## src/rtl/evt_fold_pkg.sv

```systemverilog
package evt_fold_pkg;
  typedef enum logic [1:0] {
    SEL_FLAG = 2'd0,
    SEL_MASK = 2'd1,
    SEL_MISS = 2'd2,
    SEL_NONE = 2'd3
  } sel_e;
endpackage

```

## src/rtl/evt_fold_dec.sv

```systemverilog
module evt_fold_dec
  import evt_fold_pkg::*;
#(
  parameter int NGRP = 4,
  parameter int AW   = 4,
  parameter int GW   = 2
) (
  input  logic [AW-1:0]   addr,
  input  logic            wr,
  output sel_e            sel,
  output logic [GW-1:0]   grp,
  output logic [NGRP-1:0] wr_flag,
  output logic [NGRP-1:0] wr_mask,
  output logic            wr_miss
);
  int unsigned a;

  always_comb begin
    a   = int'(addr);
    sel = SEL_NONE;
    grp = '0;
    if (a < NGRP) begin
      sel = SEL_FLAG;
      grp = GW'(a);
    end else if (a < 2 * NGRP) begin
      sel = SEL_MASK;
      grp = GW'(a - NGRP);
    end else if (a == 2 * NGRP) begin
      sel = SEL_MISS;
    end
  end

  for (genvar g = 0; g < NGRP; g++) begin : g_strobe
    assign wr_flag[g] = wr && (sel == SEL_FLAG) && (int'(grp) == g);
    assign wr_mask[g] = wr && (sel == SEL_MASK) && (int'(grp) == g);
  end
  assign wr_miss = wr && (sel == SEL_MISS);
endmodule

```

## src/rtl/evt_fold_grp.sv

```systemverilog
module evt_fold_grp #(
  parameter int FW = 8
) (
  input  logic          clk,
  input  logic          rst,
  input  logic [FW-1:0] evt,
  input  logic          wr_flag,
  input  logic          wr_mask,
  input  logic [FW-1:0] wdata,
  output logic [FW-1:0] flag_o,
  output logic [FW-1:0] mask_o,
  output logic          irq_o,
  output logic          miss_set_o
);
  logic [FW-1:0] flag_q, mask_q, clr;

  assign clr = wr_flag ? wdata : '0;

  always_ff @(posedge clk) begin
    if (rst) begin
      flag_q <= '0;
      mask_q <= '0;
    end else begin
      flag_q <= (flag_q & ~clr) | evt;
      if (wr_mask) mask_q <= wdata;
    end
  end

  assign irq_o      = |(flag_q & mask_q);
  assign miss_set_o = irq_o && |(evt & mask_q);
  assign flag_o     = flag_q;
  assign mask_o     = mask_q;

  assert_reset_zero_R1: assert property (@(posedge clk)
    rst |=> (flag_q == '0 && mask_q == '0));

  assert_event_latches_R3: assert property (@(posedge clk) disable iff (rst)
    (|evt) |=> ((flag_q & $past(evt)) == $past(evt)));

  assert_no_silent_clear_R4: assert property (@(posedge clk) disable iff (rst)
    !wr_flag |=> ((flag_q & $past(flag_q)) == $past(flag_q)));

  assert_event_beats_clear_R5: assert property (@(posedge clk) disable iff (rst)
    (wr_flag && |(evt & wdata)) |=> ((flag_q & $past(evt & wdata)) == $past(evt & wdata)));

  assert_level_holds_R6: assert property (@(posedge clk) disable iff (rst)
    (irq_o && !wr_flag && !wr_mask) |=> irq_o);
endmodule

```

## src/rtl/evt_fold.sv

```systemverilog
module evt_fold
  import evt_fold_pkg::*;
#(
  parameter int NGRP = 4,
  parameter int FW   = 8,
  localparam int NREG = 2 * NGRP + 1,
  localparam int AW   = $clog2(NREG),
  localparam int DW   = (FW > NGRP) ? FW : NGRP
) (
  input  logic               clk,
  input  logic               rst,
  input  logic [NGRP*FW-1:0] evt_i,
  input  logic [AW-1:0]      addr_i,
  input  logic [DW-1:0]      wdata_i,
  input  logic               wr_i,
  output logic [DW-1:0]      rdata_o,
  output logic [NGRP-1:0]    irq_o
);
  localparam int GW = (NGRP > 1) ? $clog2(NGRP) : 1;

  sel_e            sel;
  logic [GW-1:0]   grp;
  logic [NGRP-1:0] wr_flag, wr_mask, miss_set;
  logic            wr_miss;
  logic [FW-1:0]   flag_arr [NGRP];
  logic [FW-1:0]   mask_arr [NGRP];
  logic [NGRP-1:0] miss_q;
  logic [DW-1:0]   rd_mux;

  evt_fold_dec #(.NGRP(NGRP), .AW(AW), .GW(GW)) u_dec (
    .addr    (addr_i),
    .wr      (wr_i),
    .sel     (sel),
    .grp     (grp),
    .wr_flag (wr_flag),
    .wr_mask (wr_mask),
    .wr_miss (wr_miss)
  );

  for (genvar g = 0; g < NGRP; g++) begin : g_grp
    evt_fold_grp #(.FW(FW)) u_grp (
      .clk        (clk),
      .rst        (rst),
      .evt        (evt_i[g*FW +: FW]),
      .wr_flag    (wr_flag[g]),
      .wr_mask    (wr_mask[g]),
      .wdata      (wdata_i[FW-1:0]),
      .flag_o     (flag_arr[g]),
      .mask_o     (mask_arr[g]),
      .irq_o      (irq_o[g]),
      .miss_set_o (miss_set[g])
    );

    assert_missed_sets_R8: assert property (@(posedge clk) disable iff (rst)
      miss_set[g] |=> miss_q[g]);
  end

  always_ff @(posedge clk) begin
    if (rst) miss_q <= '0;
    else     miss_q <= (miss_q & ~(wr_miss ? wdata_i[NGRP-1:0] : '0)) | miss_set;
  end

  always_comb begin
    case (sel)
      SEL_FLAG: rd_mux = DW'(flag_arr[grp]);
      SEL_MASK: rd_mux = DW'(mask_arr[grp]);
      SEL_MISS: rd_mux = DW'(miss_q);
      default:  rd_mux = '0;
    endcase
  end

  always_ff @(posedge clk) begin
    if (rst) rdata_o <= '0;
    else     rdata_o <= rd_mux;
  end

  assert_idle_irq_R1: assert property (@(posedge clk)
    rst |=> (irq_o == '0 && miss_q == '0));

  assert_miss_kept_R8: assert property (@(posedge clk) disable iff (rst)
    !wr_miss |=> ((miss_q & $past(miss_q)) == $past(miss_q)));
endmodule

```

## config.mk

```make
export PLATFORM = sky130hd
export DESIGN_NAME = evt_fold
export DESIGN_NICKNAME = d
export VERILOG_FILES = /design/src/rtl/evt_fold_pkg.sv /design/src/rtl/evt_fold_dec.sv /design/src/rtl/evt_fold_grp.sv /design/src/rtl/evt_fold.sv
export SDC_FILE = /design/constraint.sdc
export NUM_CORES = 1
export LEC_CHECK = 0
export ABC_CLOCK_PERIOD_IN_PS = 2000
export BUFFER_PORTS_ARGS = -buffer_cell sky130_fd_sc_hd__buf_4
export CORE_MARGIN = 2
export CORE_UTILIZATION = 30
export CTS_BUF_LIST = sky130_fd_sc_hd__clkbuf_8
export DETAILED_ROUTE_END_ITERATION = 10
export HOLD_SLACK_MARGIN = 0.06
export PLACE_DENSITY = 0.45
export SLEW_MARGIN = 20
export SYNTH_ARGS = -nofsm -noshare
export SYNTH_HDL_FRONTEND = slang
export SYNTH_HIERARCHICAL = 1
export SYNTH_SLANG_ARGS = --single-unit
export TNS_END_PERCENT = 20
```

## constraint.sdc

```tcl
create_clock -name clk -period 2 [get_ports clk]
set_clock_uncertainty 0.2 [all_clocks]
set_input_delay 0.3 -clock clk [delete_from_list [all_inputs] [get_ports clk]]
set_output_delay 0.3 -clock clk [all_outputs]
set_load 0.02 [all_outputs]
```

==> summary.md <==
| Metric | Value |
|---|---|
| Area delta synth->final | `31.76%` |
| Synth unique cells | `32` |
| WP data arrival | `about 1400 ps` |
| Critical path startpoint | `g_grp[1].u_grp/flag_o[5]` |
| DR WL met2 | `around 5 mm` |
| Register-to-Register Path Depth | `5` |
| Fraction of layout cells with a size suffix above 1 | `roughly 26%` |
| Routed wl met3 | `about 370 um` |
| Core ar. | `between 0.01 and 0.015 mm2` |
| GPL Wtd Cong | `0.8231` |
| Clk sinks | `76` |
| Req. time, crit path | `around 1500 ps` |
| Wire per inst | `between 15 and 20 um` |
| Post-Layout Cell Count | `roughly 620` |
| Final Setup Violations | `0` |
| Final Slew Violations | `0` |
| Clock period minus worst slack | `roughly 1900 ps` |
| Worst path bufs/invs | `1` |
| Rows | `39` |
| Post-synthesis sequential area ratio | `between 40% and 50%` |
| Max Clock Freq | `between 0.5 and 0.6 GHz` |
| CTS Buf Count | `9` |
| Synth top area share | `42.30%` |
| Worst vdd ir | `between 0.0002 and 0.00025 V` |
| Crit path depth | `3` |
| Syn nets | `about 430` |
| CP endpoint | `irq_o[1]` |
| Largest fanout on the critical path | `3` |
| Worst-Margin Slew | `between 300 and 400 ps` |
| Die Ht | `around 110 um` |
| Vias in the first global route | `roughly 3.1k` |
| Flop2flop setup slack | `just over 500 ps` |
| Fin util | `about two fifths` |
| Number of synthesized register bits | `between 70 and 80` |
| Commonest cells after routing, fill and taps aside | `dfxtp_1, buf_4, nor2_1` |
| Post-synthesis cell count | `between 300 and 400` |
| Ant diodes | `0` |
| Synth warn | `6` |
| Setup TNS | `0 ps` |
| Global-route wire length before repair | `17.21 mm` |
| Full die area | `0.01288 mm2` |
| Routed Antenna Nets | `0` |
| Hpwl dp | `just over 8 mm` |
| Vias | `3164` |
| Synthesized area per cell | `about 9.5 um2` |
| Htree depth | `3` |
| Outcome | `completed` |
| Initial core utilization | `a little under a third` |
| Initial antenna violation count | `0` |
| Hold Buf Count CTS | `32` |
| Grt ovf | `0` |
| Clk_lat worst skew | `between 300 and 400 ps` |
| Reg-to-reg endpoint | `miss_q[1]` |
| Top post-synthesis cells by area | `dfxtp_1, mux2i_1, nor2_1` |
| TritonCTS clock tree | `built` |
| Detailed-router iteration count before antenna repair | `5` |
| Inst Count DP | `roughly 580` |
| Period utilisation layout | `a little over nine tenths` |
| MaxCap Viol Count | `0` |
| RSZ-0062 raised after global routing | `no` |
| R2r startpoint | `g_grp[1].u_grp/flag_o[5]` |
| Root buffer cell | `clkbuf_8` |
| Worst setup EP type | `output port` |
| Pwr dens | `670.1 mW/mm2` |
| Cell Area, Synth | `0.003597 mm2` |
| Port bufs | `58` |
| Critical path cell sequence | `a22oi_1 -> nand4_1 -> buf_4` |
| Remaining DRCs | `0` |
| WL met1 | `5.415 mm` |
| Crit Path Class | `flop to output port` |
| Startpoint of the worst hold path | `wdata_i[5]` |
| Total GRT Usage | `17.64%` |
| Final hold vios | `0` |
| Largest net degree at the start of global routing | `37` |
| Vias/cell | `between 5 and 6` |
| Worst path max stage delay | `about 340 ps` |
| Highest Signal Layer | `met4` |
| Nets | `522` |
| Maximum clock path buffer count | `2` |
| Iter 0 DRT Violations | `~150` |
| Critical Path Start Type | `flop` |
| Ports | `59` |
| Yosys top cell by area | `dfxtp_1` |
| Die width | `around 110 um` |
| Most common cell after layout, fill and taps aside | `dfxtp_1` |
| LEAKAGE | `between 1.5 and 2 nW` |
| Slew HR | `77.52%` |
| Worst hold slack | `85.72 ps` |
| PostCTS Resize Cnt | `0` |
| Post-CTS setup buffers | `0` |
| Clock transition at path regs | `roughly 80 ps` |
| Worst Hold Class | `input pin to flop` |
| Final wirelength | `10.85 mm` |
| Slowest cell on the critical path | `dfxtp_1` |
| CP top delay family | `flip-flops` |
==> routing by layer <==
metal,track usage (%),up-vias
li1,-,1555
met4,7.073,0
met5,0,-
met3,2.604,12
met1,25.62,1517
met2,26.35,80
==> worst min path at each step <==
stage	endpoint	depth (start not counted)
6_report	g_grp[1].u_grp/mask_o[5]	3
5_1_grt	g_grp[2].u_grp/mask_o[5]	3
4_1_cts	g_grp[1].u_grp/mask_o[4]	3
3_5_place_dp	miss_q[2]	2
3_3_place_gp	miss_q[2]	2
2_1_floorplan	g_grp[0].u_grp/flag_o[0]	2
==> worst min-delay path: cells and delay by family <==
kind          cells  cell delay (ps)
mux               1               80
simple gates      1               70
buf+inv           1              140
==> area by class of cell <==
type | instances | area, um2
Timing Repair Buffer | 108 | 915.9
Inverter | 1 | 3.754
Clock inverter | 2 | 8.758
Multi-Input combinational cell | 279 | 1932
Tap cell | 143 | 178.9
Fill cell | 1170 | 6825
Sequential cell | 76 | 1521
Clock buffer | 13 | 178.9
==> metrics by stage <==
stage          worst slack, ps  cell area, um2  power, mW
2_1_floorplan            245.1            3597      1.840
3_3_place_gp             78.37            4232      2.034
3_5_place_dp             83.35            4232      2.037
4_1_cts                  80.60            4740      3.226
5_1_grt                  49.72            4740      3.323
6_report                 118.0            4740      3.176
==> state kept, by name (all words and copies together), names as in the netlist <==
name,count
g_grp.u_grp/flag_o,32
g_grp.u_grp/mask_o,32
rdata_o,8
miss_q,4
==> kinds of logic (layout without fill, tap and decap cells) <==
kind of cell	count (synthesis)	in the layout	share of synthesized area, %
DFF	76	76	42.30
AOI/OAI and AO/OA	82	82	17.04
and+or+nand+nor	141	141	16.52
buffers and inverters	25	124	4.174
muxes	56	56	19.96
==> cell usage after synthesis <==
cell and n:
a221oi_2 8, nor3_1 9, buf_6 3, mux4_2 12
nand4_1 4, or3b_4 1, a21o_1 1, nor2_1 72
nor4_1 1, clkbuf_2 4, a22oi_2 4, a31oi_1 4
or3_1 2, buf_2 11, a21boi_1 4, a22oi_1 12
o21ai_0 1, clkbuf_1 2, nand3b_1 1, nor2b_1 3
a32oi_1 4, buf_4 4, nand2_1 43, mux2i_1 38
nor3b_2 1, a22o_1 8, nand2b_1 3, nand3_1 1
mux2_2 6, dfxtp_1 76, a21oi_1 36, inv_1 1
==> power by group <==
group | internal, mW | switching (mW)
Sequential | 1.57 | 0.0584
Combinational | 0.225 | 0.196
Clock | 0.574 | 0.551
Power figures use the tool's default switching activity.
